### config.mk
export PLATFORM = sky130hd
export DESIGN_NAME = uart_rxq_ctrl
export DESIGN_NICKNAME = d
export VERILOG_FILES = /design/src/rtl/uart_rxq_pkg.sv /design/src/rtl/rxq_store.sv /design/src/rtl/rxq_timer.sv /design/src/rtl/rxq_status.sv /design/src/rtl/uart_rxq_ctrl.sv
export SDC_FILE = /design/constraint.sdc
export NUM_CORES = 1
export LEC_CHECK = 0
export BUFFER_PORTS_ARGS = -buffer_cell sky130_fd_sc_hd__buf_2
export CAP_MARGIN = 30
export CORE_ASPECT_RATIO = 1.4
export CORE_UTILIZATION = 42
export CTS_BUF_LIST = sky130_fd_sc_hd__clkbuf_4 sky130_fd_sc_hd__clkbuf_8
export DETAILED_ROUTE_END_ITERATION = 6
export GPL_ROUTABILITY_DRIVEN = 0
export MAX_ROUTING_LAYER = met4
export PLACE_DENSITY = 0.6
export SETUP_SLACK_MARGIN = 0.02
export SLEW_MARGIN = 20
export SYNTH_ARGS = -nofsm -noshare
export SYNTH_HDL_FRONTEND = slang
export SYNTH_HIERARCHICAL = 1
export SYNTH_SLANG_ARGS = --single-unit
### constraint.sdc
create_clock -name clk -period 14.2 [get_ports clk]
set_input_delay 1.42 -clock clk [delete_from_list [all_inputs] [get_ports clk]]
set_output_delay 1.42 -clock clk [all_outputs]
set_load 0.01 [all_outputs]
### src/rtl/uart_rxq_pkg.sv
// Package: shared types for the receive FIFO controller.
// Assumes thresholds are meaningful for a queue of at least 14 entries.
package uart_rxq_pkg;

    typedef enum logic [1:0] {
        TRIG_ONE  = 2'd0,
        TRIG_FOUR = 2'd1,
        TRIG_EIGHT = 2'd2,
        TRIG_FOURTEEN = 2'd3
    } trig_sel_e;

    // Map a threshold code to a byte count.
    function automatic logic [4:0] trig_level(trig_sel_e sel);
        case (sel)
            TRIG_ONE:   return 5'd1;
            TRIG_FOUR:  return 5'd4;
            TRIG_EIGHT: return 5'd8;
            default:    return 5'd14;
        endcase
    endfunction

endpackage

### src/rtl/rxq_store.sv
// Module: byte queue with occupancy count.
// Drops a push when there is no room after any same-cycle pop.
// In single mode, a push is taken only if the queue is empty after the pop.
// Assumes DEPTH is a power of two.
module rxq_store #(
    parameter int DW    = 8,
    parameter int DEPTH = 16,
    localparam int AW   = $clog2(DEPTH),
    localparam int CW   = $clog2(DEPTH + 1)
) (
    input  logic          clk,
    input  logic          rst_n,
    input  logic          flush,
    input  logic          single,
    input  logic          push,
    input  logic [DW-1:0] push_data,
    input  logic          pop,
    output logic [DW-1:0] head,
    output logic [CW-1:0] count,
    output logic          popped,
    output logic          dropped,
    output logic          empty_next
);

    logic [DW-1:0] mem [DEPTH];
    logic [AW-1:0] wr_ptr, rd_ptr;
    logic [CW-1:0] after_pop, count_next;
    logic          room, accept;

    // Work out pop, room and acceptance for this cycle.
    always_comb begin
        popped     = pop && (count != '0) && !flush;
        after_pop  = count - CW'(popped);
        room       = single ? (after_pop == '0) : (after_pop < CW'(DEPTH));
        accept     = push && room && !flush;
        dropped    = push && !room && !flush;
        count_next = flush ? '0 : after_pop + CW'(accept);
        empty_next = (count_next == '0);
        head       = (count != '0) ? mem[rd_ptr] : '0;
    end

    // Store accepted bytes.
    always_ff @(posedge clk) begin
        if (accept) mem[wr_ptr] <= push_data;
    end

    // Move the pointers and the count.
    always_ff @(posedge clk) begin
        if (!rst_n || flush) begin
            wr_ptr <= '0;
            rd_ptr <= '0;
            count  <= '0;
        end else begin
            if (accept) wr_ptr <= wr_ptr + 1'b1;
            if (popped) rd_ptr <= rd_ptr + 1'b1;
            count <= count_next;
        end
    end

    AST_NO_OVERFLOW: assert property (@(posedge clk) disable iff (!rst_n)
        count <= CW'(DEPTH));
    AST_DROP_KEEPS_LEVEL: assert property (@(posedge clk) disable iff (!rst_n)
        dropped |=> $stable(count));

endmodule

### src/rtl/rxq_timer.sv
// Module: four-character idle timer.
// Counts ticks per character and four characters. When it runs out with data
// stored, a timeout becomes pending. Cancel wins over restart.
module rxq_timer #(
    parameter int TW = 32
) (
    input  logic          clk,
    input  logic          rst_n,
    input  logic          restart,
    input  logic          cancel,
    input  logic          clear_pend,
    input  logic          has_data,
    input  logic [TW-1:0] char_ticks,
    output logic          pend
);

    logic [TW-1:0] tick_cnt, limit;
    logic [1:0]    char_cnt;
    logic          armed, last_tick, expire;

    // Decode the end of a character and the end of the window.
    always_comb begin
        limit     = (char_ticks == '0) ? TW'(1) : char_ticks;
        last_tick = (tick_cnt == limit - 1'b1);
        expire    = armed && (char_cnt == 2'd3) && last_tick;
    end

    // Run the tick and character counters.
    always_ff @(posedge clk) begin
        if (!rst_n || cancel) begin
            armed    <= 1'b0;
            tick_cnt <= '0;
            char_cnt <= '0;
        end else if (restart) begin
            armed    <= 1'b1;
            tick_cnt <= '0;
            char_cnt <= '0;
        end else if (armed) begin
            if (last_tick) begin
                tick_cnt <= '0;
                char_cnt <= char_cnt + 1'b1;
                if (expire) armed <= 1'b0;
            end else begin
                tick_cnt <= tick_cnt + 1'b1;
            end
        end
    end

    // Hold the pending timeout flag.
    always_ff @(posedge clk) begin
        if (!rst_n || cancel || clear_pend) pend <= 1'b0;
        else if (expire && has_data)        pend <= 1'b1;
    end

    AST_TMO_NEEDS_DATA: assert property (@(posedge clk) disable iff (!rst_n)
        $rose(pend) |-> $past(has_data));
    AST_CANCEL_CLEARS: assert property (@(posedge clk) disable iff (!rst_n)
        cancel |=> !pend);

endmodule

### src/rtl/rxq_status.sv
// Module: line status bits and the two interrupt requests.
// The timeout request outranks the data-available request.
module rxq_status #(
    parameter int CW = 5
) (
    input  logic          clk,
    input  logic          rst_n,
    input  logic          flush,
    input  logic          rx_evt,
    input  logic          brk_evt,
    input  logic          dropped,
    input  logic          read_empties,
    input  logic          oe_clr,
    input  logic          fifo_mode,
    input  logic          irq_en,
    input  logic [CW-1:0] level,
    input  logic [CW-1:0] threshold,
    input  logic          tmo_pend,
    output logic          dr,
    output logic          bi,
    output logic          oe,
    output logic          irq_data,
    output logic          irq_tmo
);

    // Keep data-ready and break.
    always_ff @(posedge clk) begin
        if (!rst_n || flush) begin
            dr <= 1'b0;
            bi <= 1'b0;
        end else begin
            if (rx_evt)            dr <= 1'b1;
            else if (read_empties) dr <= 1'b0;
            if (brk_evt)           bi <= 1'b1;
            else if (read_empties) bi <= 1'b0;
        end
    end

    // Keep overrun; a new drop wins over the clear.
    always_ff @(posedge clk) begin
        if (!rst_n)       oe <= 1'b0;
        else if (dropped) oe <= 1'b1;
        else if (oe_clr)  oe <= 1'b0;
    end

    // Form the requests with the timeout first.
    always_comb begin
        irq_tmo  = irq_en && tmo_pend;
        irq_data = irq_en && dr && (!fifo_mode || level >= threshold) && !irq_tmo;
    end

    AST_OE_ON_DROP: assert property (@(posedge clk) disable iff (!rst_n)
        dropped |=> oe);
    AST_BREAK_FLAGS: assert property (@(posedge clk) disable iff (!rst_n)
        (brk_evt && !flush) |=> (bi && dr));

endmodule

### src/rtl/uart_rxq_ctrl.sv
// Module: top of the receive FIFO controller.
// Holds the control state (mode, threshold, character time) and wires the
// queue, the idle timer and the status logic together.
// Assumes rx_valid and rx_break are never high together.
module uart_rxq_ctrl
    import uart_rxq_pkg::*;
#(
    parameter int DW     = 8,
    parameter int DEPTH  = 16,
    parameter int TW     = 32,
    parameter int CLK_HZ = 100_000_000,
    localparam int CW    = $clog2(DEPTH + 1),
    localparam longint CT_RST = (longint'(CLK_HZ) * 10) / 9600
) (
    input  logic          clk,
    input  logic          rst_n,
    input  logic          rx_valid,
    input  logic [DW-1:0] rx_data,
    input  logic          rx_break,
    input  logic          rd_en,
    input  logic          fcr_we,
    input  logic [7:0]    fcr_wdata,
    input  logic          st_read_clr,
    input  logic          rx_irq_en,
    input  logic          char_ticks_we,
    input  logic [TW-1:0] char_ticks_in,
    output logic [DW-1:0] rd_data,
    output logic          st_ready,
    output logic          st_overrun,
    output logic          st_break,
    output logic [CW-1:0] rxq_level,
    output logic          irq_data,
    output logic          irq_timeout
);

    logic          fifo_mode;
    trig_sel_e     trig_sel;
    logic [TW-1:0] char_ticks;
    logic          flush, push, popped, dropped, empty_next;
    logic          restart, tmo_pend;
    logic [DW-1:0] push_data;

    // Decode strobes that drive the queue and the timer.
    always_comb begin
        flush     = fcr_we && fcr_wdata[1];
        push      = rx_valid || rx_break;
        push_data = rx_break ? '0 : rx_data;
        restart   = fifo_mode && ((push && !flush) || (popped && !empty_next));
    end

    // Hold the control byte fields.
    always_ff @(posedge clk) begin
        if (!rst_n) begin
            fifo_mode <= 1'b0;
            trig_sel  <= TRIG_ONE;
        end else if (fcr_we) begin
            fifo_mode <= fcr_wdata[0];
            if (fcr_wdata[0]) trig_sel <= trig_sel_e'(fcr_wdata[7:6]);
        end
    end

    // Hold the character time in clock ticks.
    always_ff @(posedge clk) begin
        if (!rst_n)             char_ticks <= TW'(CT_RST);
        else if (char_ticks_we) char_ticks <= char_ticks_in;
    end

    rxq_store #(.DW(DW), .DEPTH(DEPTH)) u_store (
        .clk(clk), .rst_n(rst_n), .flush(flush), .single(!fifo_mode),
        .push(push), .push_data(push_data), .pop(rd_en),
        .head(rd_data), .count(rxq_level), .popped(popped),
        .dropped(dropped), .empty_next(empty_next)
    );

    rxq_timer #(.TW(TW)) u_timer (
        .clk(clk), .rst_n(rst_n), .restart(restart), .cancel(flush),
        .clear_pend(popped), .has_data(rxq_level != '0),
        .char_ticks(char_ticks), .pend(tmo_pend)
    );

    rxq_status #(.CW(CW)) u_status (
        .clk(clk), .rst_n(rst_n), .flush(flush), .rx_evt(push),
        .brk_evt(rx_break), .dropped(dropped),
        .read_empties(popped && empty_next), .oe_clr(st_read_clr),
        .fifo_mode(fifo_mode), .irq_en(rx_irq_en), .level(rxq_level),
        .threshold(CW'(trig_level(trig_sel))), .tmo_pend(tmo_pend),
        .dr(st_ready), .bi(st_break), .oe(st_overrun),
        .irq_data(irq_data), .irq_tmo(irq_timeout)
    );

    AST_FLUSH_EMPTIES: assert property (@(posedge clk) disable iff (!rst_n)
        flush |=> (rxq_level == '0 && !irq_timeout && !st_ready));
    AST_READY_WITH_DATA: assert property (@(posedge clk) disable iff (!rst_n)
        (rxq_level != '0) |-> st_ready);
    AST_TMO_OUTRANKS: assert property (@(posedge clk) disable iff (!rst_n)
        irq_timeout |-> !irq_data);
    AST_FULL_SWAP: assert property (@(posedge clk) disable iff (!rst_n)
        (fifo_mode && rxq_level == CW'(DEPTH) && rd_en && rx_valid && !fcr_we)
        |=> (rxq_level == CW'(DEPTH) && !$rose(st_overrun)));

endmodule

# Word level (Yosys, flattened, before mapping)
# Memories as Yosys holds them, arrays and structs flattened. A register that Yosys moved wholly into a read port is not among the register bits.
# Cells that the tools add are included.
# word_totals
ff_bits	87
ramBits	128
input_bits	57
out_inout_bits	18
wordCells	87
n_memories	1
# op_classes
add_sub_neg	7
magnitude_cmp	2
eq_ne	4
mux	20
reduce_logical	40
# mem_list
name	words	width	read_ports	rd_ports_with_merged_regs	write_ports	line	source
u_store.mem	16	8	1	1	1	rxq_store.sv:25	logic [DW-1:0] mem [DEPTH];
# op_table
operator	count
32-bit 2-to-1 mux	2
32-bit by 1-bit adder with 32-bit output, second input constant	1
32-bit equality test	1
32-bit logical NOT	1
32-bit by 1-bit subtractor with 32-bit output, second input constant	1
1-bit logical AND	18
8-bit 2-to-1 mux	2
1-bit 2-to-1 mux	12
4-bit case mux with 3 select lines	1
5-bit logical NOT	2
4-bit by 1-bit adder with 4-bit output, second input constant	2
4-bit 2-to-1 mux	2
1-bit logical NOT	6
2-bit nonzero test	3
5-bit by 1-bit adder with 5-bit output	1
5-bit by 4-bit greater-or-equal comparator with 1-bit output	1
1-bit logical OR	5
5-bit < comparator, second input constant	1
5-bit 2-to-1 mux	1
5-bit nonzero test	1
5-bit by 1-bit subtractor with 5-bit output	1
2-bit equality test, second input constant	2
2-bit AND reduction	2
2-bit by 1-bit adder with 2-bit output, second input constant	1
3 further kinds	3

# Longest topological paths before layout
# Gate-level depths: netlist (run 1).
# logic_depth
ltp_word	16
ltp_mapped	23
depth_no_buf	20

# By module
# The synthesis (run 1) kept the hierarchy.
# modules_own_cells
module	instances	cells_each	area_each_um2	seq_area_each_um2
rxq_store	1	309	5853.1	4184.0
rxq_timer	1	380	3148.0	720.7
uart_rxq_ctrl	1	137	1456.4	700.7
rxq_status	1	33	246.5	60.1

# Worst setup path after synthesis (run 1)
# Ideal clock, no wire load.
# synth_path
path_type	input to register
from	input port fcr_wdata[1]
to	register u_timer.tick_cnt[10]
setup_ns	0.141
t_arrival_ns	5.306
required_time_ns	14.059
path_slack_ns	8.753
cell_stages	23
path_buffers	4
cell_sequence	and2_1 > clkbuf_1 > nor2_1 > ha_1 > ha_1 > xor2_1 > o31ai_1 > o2111ai_2 > clkbuf_1 > inv_1 > ha_1 > ha_1 > xor2_1 > nor3_1 > a21oi_1 > nor3_1 > nand2b_1 > a21oi_1 > inv_1 > nand2b_1 > buf_1 > clkbuf_1 > nor3_2
# synth_between
elab_chain_cells	16
word_cells_on_any_way	19
classes_between	add/sub (2); order compare (1); mux (2); reduce/logical (14)
# synth_rtl
item	line	source
start: declaration	uart_rxq_ctrl.sv:22	input logic [7:0] fcr_wdata,
1-bit logical AND (*)	uart_rxq_ctrl.sv:45	flush = fcr_we && fcr_wdata[1];
1-bit logical NOT (*)	rxq_store.sv:32	popped = pop && (count != '0) && !flush;
1-bit logical AND (*)	rxq_store.sv:32	
net popped	uart_rxq_ctrl.sv:39	logic flush, push, popped, dropped, empty_next;
5-bit by 1-bit subtractor with 5-bit output (*)	rxq_store.sv:33	after_pop = count - CW'(popped);
5-bit < comparator / 5-bit logical NOT (equally long branches)	rxq_store.sv:34	room = single ? (after_pop == '0) : (after_pop < CW'(DEPTH));
1-bit 2-to-1 mux	rxq_store.sv:34	
1-bit logical AND (2 in a row)	rxq_store.sv:35	accept = push && room && !flush;
(+2 left out)	-	
5-bit logical NOT (*)	rxq_store.sv:38	empty_next = (count_next == '0);
net empty_next	uart_rxq_ctrl.sv:39	
1-bit logical NOT (*)	uart_rxq_ctrl.sv:48	restart = fifo_mode && ((push && !flush) || (popped && !empty_next));
1-bit logical AND (*)	uart_rxq_ctrl.sv:48	
1-bit logical OR (*)	uart_rxq_ctrl.sv:48	
1-bit logical AND (*)	uart_rxq_ctrl.sv:48	
net restart	uart_rxq_ctrl.sv:40	logic restart, tmo_pend;
2-bit OR reduction (no line) (*)	-	
end signal: assignment	rxq_timer.sv:44	tick_cnt <= tick_cnt + 1'b1;
end: declaration	rxq_timer.sv:17	logic [TW-1:0] tick_cnt, limit;
# Mark *: on every way through the listed nets, which the timed path passes. The rest lies on a longest branch.
# A chain may end at the register's enable or synchronous reset.

# Worst setup path in the final report (run 1)
# layout_path
from	input port fcr_we
to	register u_timer.tick_cnt[25]
# layout_between
elab_chain_cells	16
word_cells_on_any_way	19
classes_between	add/sub (2); order compare (1); mux (2); reduce/logical (14)
# layout_rtl
item	line	source
start: declaration	uart_rxq_ctrl.sv:21	input logic fcr_we,
1-bit logical AND (*)	uart_rxq_ctrl.sv:45	
net flush	uart_rxq_ctrl.sv:39	
1-bit logical NOT (*)	rxq_store.sv:32	
1-bit logical AND (*)	rxq_store.sv:32	
net popped	uart_rxq_ctrl.sv:39	
5-bit by 1-bit subtractor with 5-bit output (*)	rxq_store.sv:33	
5-bit < comparator / 5-bit logical NOT (equally long branches)	rxq_store.sv:34	
1-bit 2-to-1 mux	rxq_store.sv:34	
(+4 left out)	-	
5-bit logical NOT (*)	rxq_store.sv:38	
net empty_next	uart_rxq_ctrl.sv:39	
1-bit logical NOT (*)	uart_rxq_ctrl.sv:48	
1-bit logical AND (*)	uart_rxq_ctrl.sv:48	
1-bit logical OR (*)	uart_rxq_ctrl.sv:48	
1-bit logical AND (*)	uart_rxq_ctrl.sv:48	
net restart	uart_rxq_ctrl.sv:40	
2-bit OR reduction (no line) (*)	-	
# Marks and branches as above.

==> out/metrics.yaml, run 1 <==
status: "finished, final reports clean"
path_common_cell: "ha_1"
crit_path_end_kind: "flop"
critPathBufInv: 4
report.final.slew_viol_count: 0
reg2reg_depth: 21
grt_overflow_total: 0
cts_tree: "built"
synth.distinct_cells: 78
final_nets: 1014
p_leak_uw: 0.00431
wl_um: 23800
antenna_cells: 0
remaining_drc_errors: 0
die_h_um: 191
rsz0062_at_grt: "false"
place_ws_ps: 8120
slew_headroom_pct: 35.9
die_w_um: 137
worst_path_largest_cell_delay_ps: 520
tightestPinTransition_ps: 959
clock_latency_ps: 540
port_buffers: 70
grt_pass1_wl_um: 37600
ys_ff_latch: 219
critical_path_class: "input pin to flop"
slowest_stage: "o2111ai_2"
ant_nets: 0
min_to: "u_timer/char_cnt[1]"
critPathMaxFanout: 22
antenna_found_initial: 0
cts_made_buffers: 35
powerDensity_nw_per_um2: 138
ys_seq_area_share_pct: 52.9
io_pins: 75
period_share_pct: 38.9
r2r-start: "u_store/count[2]"
synth-main-ff-cell: "edfxtp_1"
fin_util_pct: 48.8
finalSetupViolations: 0
grt_pass1_vias: 6970
initialDrtViolationCount: 342
design_area_um2: 12100
ctsHtreeMaxLevel: 2
grt.total_usage_pct: 19.6
cts_buffer_depth: 3
ctsResizeCount: 0
vdd_drop_max_mv: 0.0693
timing.fmax_mhz: 181
synth_area_um2: 10700
cts-root-buf: "clkbuf_8"
grt_max_degree: 42
core_um2: 24800
ys_warn_count: 6
cts_hold_buf: 0
area_growth_pct: 13.3
crit_cells: 21
setup-tns-final_ps: 0
skew_ps: 29.0
die_area_um2: 26100
hold_depth: 2
finalCriticalPeriod_ps: 5530
critPathArrivalTime_ps: 5930
dr_total_vias: 6882
path_cells: "buf_2 -> and2_1 -> nor2_1 -> ha_1 -> ha_1 -> xor2_1 -> o31ai_1 -> o2111ai_2 -> inv_1 -> ha_1 -> ha_1 -> xor2_1 -> nor3_1 -> a21oi_1 -> nor3_1 -> nand2b_1 -> a21oi_1 -> inv_1 -> nand2b_2 -> buf_12 -> nor3_1"
drive_gt1_share_pct: 25.1
start_util_pct: 43.1
r2r_end: "u_timer/tick_cnt[25]"
detail_route.wl_per_cell_um: 18.6
cts_sinks: 219
final_cell_count_no_fill: 1281
dpl_cell_area_um2: 11400
syn-instance-count: 859
regToRegSetupSlack_ps: 8770
syn_avg_cell_area_um2: 12.5
path_clk_slew_ps: 60
post-place-cells: 1216
path_delay_family: "simple AND/OR/NAND/NOR gates"
fillers: 2272
async_flop_share_pct: 0
finalWorstSetupSlack_ps: 8670
synth_edf_count: 128
timing_hold_violations_final: 0
cap_violations: 0
dp.final_hpwl_um: 16900
row_count: 68
hold_start: "u_timer/char_cnt[1]"
cts_setup_buffers: 0
hp-class: "flop to flop"
via_per_inst: 5.37
start_kind: "input pin"
syn-num-nets: 933
required_ps: 14600
drtPass1Iterations: 4
[metal layers]
| layer | vias to the layer above | share of wire, % | track usage [%] |
|---|---|---|---|
| met5 | - | 0 | - |
| met4 | 0 | 2.9 | 7.44 |
| met3 | 52 | 3.2 | 3.02 |
| met2 | 118 | 55 | 35.5 |
| met1 | 3359 | 39 | 21.2 |
| li1 | 3353 | - | - |
[per-stage QoR]
stage / hold WS [ps] / total power [uW]
final: 466 / 1670
after global routing: 492 / 1770
after CTS: 472 / 1700
after detailed placement: 468 / 1130
after global placement: 460 / 1130
after floorplan: 440 / 1020
[cell families after synthesis]
family          count (synthesis)  share of synthesized area, %
compound gates                 75                          5.14
fa+ha+maj                      17                          1.99
xor+xnor                       78                          6.38
other cells                     1                        0.0350
flops                         219                          52.9
mux                            80                          12.2
buf+inv                        65                          3.10
simple gates                  324                          18.2
[cell usage after synthesis (all sizes together), types with 5 or more instances]
library cell  number  area share, %
a21oi             15           0.70
or4               11           0.88
nand4             12           0.70
o21ai             11           0.51
buf               20            1.5
mux2i             38            3.6
nor4              11           0.98
nand3             24            1.2
clkbuf            22           0.77
and2              17           0.99
ha                17            2.0
nand2             54            1.9
xnor2             35            2.9
or2                6           0.35
nor3b              5           0.35
edfxtp           128             36
nand2b            13           0.76
mux4              40            8.4
nor2b             45            2.6
nor2              41            1.4
dfxtp             91             17
or3                9           0.55
and3              12           0.70
nor3              53            3.9
inv               23           0.81
xor2              43            3.5
[registers in the layout, summed over array words and instances (netlist names), named ones only]
| register | cells |
|---|---|
| trig_sel | 2 |
| u_timer/pend | 1 |
| u_timer/char_cnt | 2 |
| u_status/dr | 1 |
| u_timer/armed | 1 |
| char_ticks | 32 |
| u_store/wr_ptr | 4 |
| u_timer/tick_cnt | 32 |
| fifo_mode | 1 |
| u_store/mem | 128 |
| u_store/count | 5 |
| u_store/rd_ptr | 4 |
| u_status/oe | 1 |
| u_status/bi | 1 |
[final cells by class]
cell class,instances,area (um^2),share of cell area [%]
Clock buffer,48,592,4.88
Clock inverter,15,144,1.19
Inverter,23,86.3,0.712
Multi-Input combinational cell,575,4730,39.0
Sequential cell,219,5670,46.7
Tap cell,315,394,3.25
Timing Repair Buffer,86,514,4.24
[how the worst max path moves through the flow]
| stage | start | to | slack (ps) |
|---|---|---|---|
| finish | fcr_we | u_timer/tick_cnt[25] | 8670 |
| global route | fcr_we | u_timer/tick_cnt[25] | 8350 |
| CTS | fcr_we | u_timer/tick_cnt[25] | 8650 |
| detailed placement | fcr_we | u_timer/tick_cnt[25] | 8120 |
| global placement | fcr_we | u_timer/tick_cnt[25] | 7910 |
| floorplan | fcr_wdata[1] | u_timer/tick_cnt[10] | 8750 |
[report_power, final]
group / total [uW] / internal (uW) / switching [uW] / leakage (uW)
Combinational: 373 / 171 / 202 / 0.00201
Clock: 561 / 311 / 250 / 0.000383
Sequential: 739 / 710 / 29.1 / 0.00191
Total: 1670 / 1190 / 481 / 0.00431
[placed cells by master, fill, tap and decap left out, types with 19 or more instances in the layout]
cell type  Yosys  final
buf_2          5     70
clkbuf_8       0     37
dfxtp_1       91     90
edfxtp_1     128    128
inv_1         23     23
mux2i_1       38     38
mux4_2        40     40
nand2_1       53     53
nand3_1       23     23
nor2_1        41     41
nor2b_1       45     44
nor3_1        23     19
nor3_2        30     34
xnor2_1       35     35
xor2_1        43     43
[worst reg2reg max path, cell delays in order, from the launching register on]
cell       delay, ps
dfxtp_1          410
or4_1            580
o21ai_1          360
nor2_1           180
ha_1             260
ha_1             240
xor2_1           210
o31ai_1          330
o2111ai_2        520
inv_1            170
ha_1             190
ha_1             200
xor2_1           190
nor3_1            60
a21oi_1          140
nor3_1            80
nand2b_1         160
a21oi_1          220
inv_1            100
nand2b_2         360
buf_12           250
nor3_1           100
No activity file was read; power rests on OpenSTA's default activity.
==> run 2: changes to the inputs <==
ABC_AREA = 1   (was default)
PLACE_DENSITY = 0.62   (was 0.6)
clock period = 4.7 ns   (was 14.2 ns; I/O delays follow)
==> run 2 against run 1 <==
Against the previous run:
- total power rose to 3.2 times the previous value
- worst hold slack worse by 320 ps
- flip-flop and latch count unchanged
- non-clock buffer count up 18
- sequential power rose to 3.0 times the previous value
- sequential share of layout area down 2.5 points
- clock skew down 16 ps
- count of clock-buffer cells in the layout up 5
- highest routed layer unchanged
==> out/metrics.yaml, run 2 <==
status: "finished, final reports clean"
path_clk_slew_ps: 70  # about the same
netlist_top_cells_count: "332 x nand2_1, 197 x nor2_1, 162 x inv_1, 133 x nand3_1, 128 x edfxtp_1"
die_area_um2: 27400  # +4.8%
dpl_cell_area_um2: 12000  # +5.3%
die_w_um: 140  # +2.4%
rsz0062_at_grt: "false"
pwr-share-seq_pct: 41.3  # -2.9 points
critical_path_class: "flop to flop"
min_to: "char_ticks[15]"
grt_pass1_vias: 9005  # +29%
detail_route.wl_per_cell_um: 15.5  # -17%
finalSetupViolations: 0  # unchanged
antenna_cells: 0  # unchanged
yosysTopAreaCell: "edfxtp_1"
syn-num-nets: 1459  # +56%
drtPass1Iterations: 5  # +1
critPathArrivalTime_ps: 4590  # -1340 ps
area_growth_pct: 14.2
cts_sinks: 219  # unchanged
fin_util_pct: 48.9  # +0.12 points
finalWorstSetupSlack_ps: 531  # -8140 ps
syn_avg_cell_area_um2: 8.10  # -35%
design_area_um2: 12800  # +5.7%
skew_ps: 12.6  # -16.4 ps
report.final.slew_viol_count: 0  # unchanged
crit_path_end_kind: "flop"
required_ps: 5120  # -9480 ps
layout_commonest_cell: "nand2_1"
die_h_um: 195  # +2.4%
wl_um: 28500  # +20%
intPower_uw: 3640  # +210%
grt_max_degree: 65  # +55%
grt_pass1_wl_um: 45600  # +21%
synth_top_area_share_pct: 34.2  # -1.7 points
ys_ff_latch: 219  # unchanged
hold_start: "char_ticks_in[15]"
cts-root-buf: "clkbuf_8"
dp.final_hpwl_um: 21000  # +24%
synth.distinct_cells: 40  # -49%
synth_edf_count: 128  # unchanged
cts_tree: "built"
start_kind: "flop"
critPathMaxFanout: 15  # -32%
p_switching_uw: 1780  # +270%
timing_hold_violations_final: 0  # unchanged
vdd_drop_max_mv: 0.192  # +180%
reg2reg_depth: 21  # unchanged
post-place-cells: 1769  # +45%
hold_depth: 3  # +1
regToRegSetupSlack_ps: 530  # -8240 ps
cts_hold_buf: 0  # unchanged
via_per_inst: 5.04  # -6.1%
place_ws_ps: 365  # -7750 ps
remaining_drc_errors: 0  # unchanged
post-synth-top-count-cell: "nand2_1"
slew_headroom_pct: 35.9  # about the same
comb_power_share_pct: 24.9  # +2.6 points
synth.area.top_cells: "edfxtp_1 34%, dfxtp_1 16%, nand2_1 11%"
ys_warn_count: 6  # unchanged
cts_made_buffers: 38  # +8.6%
timing.fmax_mhz: 240
antenna_found_initial: 0  # unchanged
dr_total_vias: 9287  # +35%
initialDrtViolationCount: 609  # +78%
drive_gt1_share_pct: 13.4  # -12 points
power_frac_clock_pct: 33.7  # +0.2 points
swShare_pct: 32.8  # +4.1 points
core_um2: 26200  # +5.4%
cap_violations: 0  # unchanged
largest_reg_flops: 128  # unchanged
p_leak_uw: 0.00550  # +28%
synth-main-ff-cell: "edfxtp_1"
regMostFlops: "u_store/mem"
tightestPinTransition_ps: 958  # -1.41 ps
r2r-start: "char_ticks[2]"
final_cell_count_no_fill: 1841  # +44%
grt.total_usage_pct: 22.1  # +2.5 points
final_nets: 1561  # +54%
start_util_pct: 42.9  # -0.23 points
clock_latency_ps: 530  # about the same
reg_top3: "u_store/mem (128), char_ticks (32), u_timer/tick_cnt (32)"
final_cell_mix: "332 x nand2_1, 197 x nor2_1, 162 x inv_1"
row_count: 70  # +2.9%
async_flop_share_pct: 0  # unchanged
ant_nets: 0  # unchanged
port_buffers: 70  # unchanged
ys_seq_area_share_pct: 50.5  # -2.4 points
synth_area_um2: 11200  # +4.9%
finalCriticalPeriod_ps: 4170
grt_overflow_total: 0  # unchanged
period_share_pct: 88.7
ctsHtreeMaxLevel: 2  # unchanged
startpoint: "char_ticks[2]"
powerDensity_nw_per_um2: 423  # +210%
hp-class: "input pin to flop"
syn-instance-count: 1385  # +61%
cts_buffer_depth: 3  # unchanged
r2r_end: "u_timer/tick_cnt[18]"
io_pins: 75  # unchanged
setup-tns-final_ps: 0  # unchanged
[run 2: cell count changes in the layout (fill, tap and decap cells not counted), sizes merged, moves of 31 or more]
cell   delta
nor2    +165
nand3   +113
nand2   +285
inv     +146
mux2i    -38
a21oi    +31
nor2b    -45
o21ai    +35
mux4     -40
[run 2: through the flow]
stage / total power (uW) / hold WS [ps]
after detailed placement: 3630 / 465
final: 5420 / 144
after global routing: 5740 / 130
after global placement: 3600 / 465
after CTS: 5470 / 112
after floorplan: 3240 / 433
[run 2: how the worst max path moves through the flow]
stage                            to  slack [ps]  cells past startpoint
2_1_floorplan  u_timer/tick_cnt[19]         920                     30
3_3_place_gp    u_timer/tick_cnt[7]         430                     33
3_5_place_dp    u_timer/tick_cnt[7]         360                     33
4_1_cts        u_timer/tick_cnt[15]         440                     33
5_1_grt        u_timer/tick_cnt[17]          30                     33
6_report       u_timer/tick_cnt[18]         530                     21
[run 2: logic make-up (layout without fill, tap and decap cells)]
logic type,Yosys count,in the layout,synth area share [%]
buf+inv,212,343,7.89
xor+xnor,62,62,5.01
compound gates,104,104,4.93
fa+ha+maj,17,17,1.90
flops,219,219,50.5
other cells,1,1,0.0334
simple gates,770,771,29.8
[run 2: layout make-up]
class	count	area, um^2
clock buffers	53	679
multi-input cells	955	4680
flip-flops and latches	219	5670
fillers	2501	13400
clock inverters	17	138
inverters	169	637
well taps	324	405
repair buffers	104	606
[run 2: power groups by stage]
stage	Sequential [uW]	Combinational, uW	Clock, uW
6_report	2240	1350	1830
5_1_grt	2250	1520	1960
4_1_cts	2240	1350	1880
3_5_place_dp	2280	1350	0
3_3_place_gp	2280	1320	0
2_1_floorplan	2270	970	0
[run 2: timing repair]
| action | 4_1_cts | 5_1_grt |
|---|---|---|
| endpoints found under the setup margin | 0 | 5 |
| setup buffers | 0 | 0 |
| resized for setup | 0 | 2 |
[run 2: per-layer routing]
metal | vias to the layer above | track usage (%) | part of all wire, %
met5 | - | - | 0
met4 | 0 | 10.2 | 4.1
met3 | 71 | 2.94 | 3.4
met2 | 191 | 42.3 | 56
met1 | 4309 | 21.8 | 37
li1 | 4716 | - | -
[run 2: critical path: stages, from the launching register on]
cell	delay, ps
dfxtp_1	450
nor2_2	80
nand2_1	160
nor2_1	70
nand2_1	70
nor2_1	80
nor2_1	730
ha_1	340
nand3_2	130
nor2_1	230
nand4_1	250
nor2_1	230
xor2_1	200
nand2_1	80
nor2_1	100
nand2_1	120
nor2_4	180
nand3_4	160
nand2_4	230
inv_2	70
nand2_1	60
inv_1	30
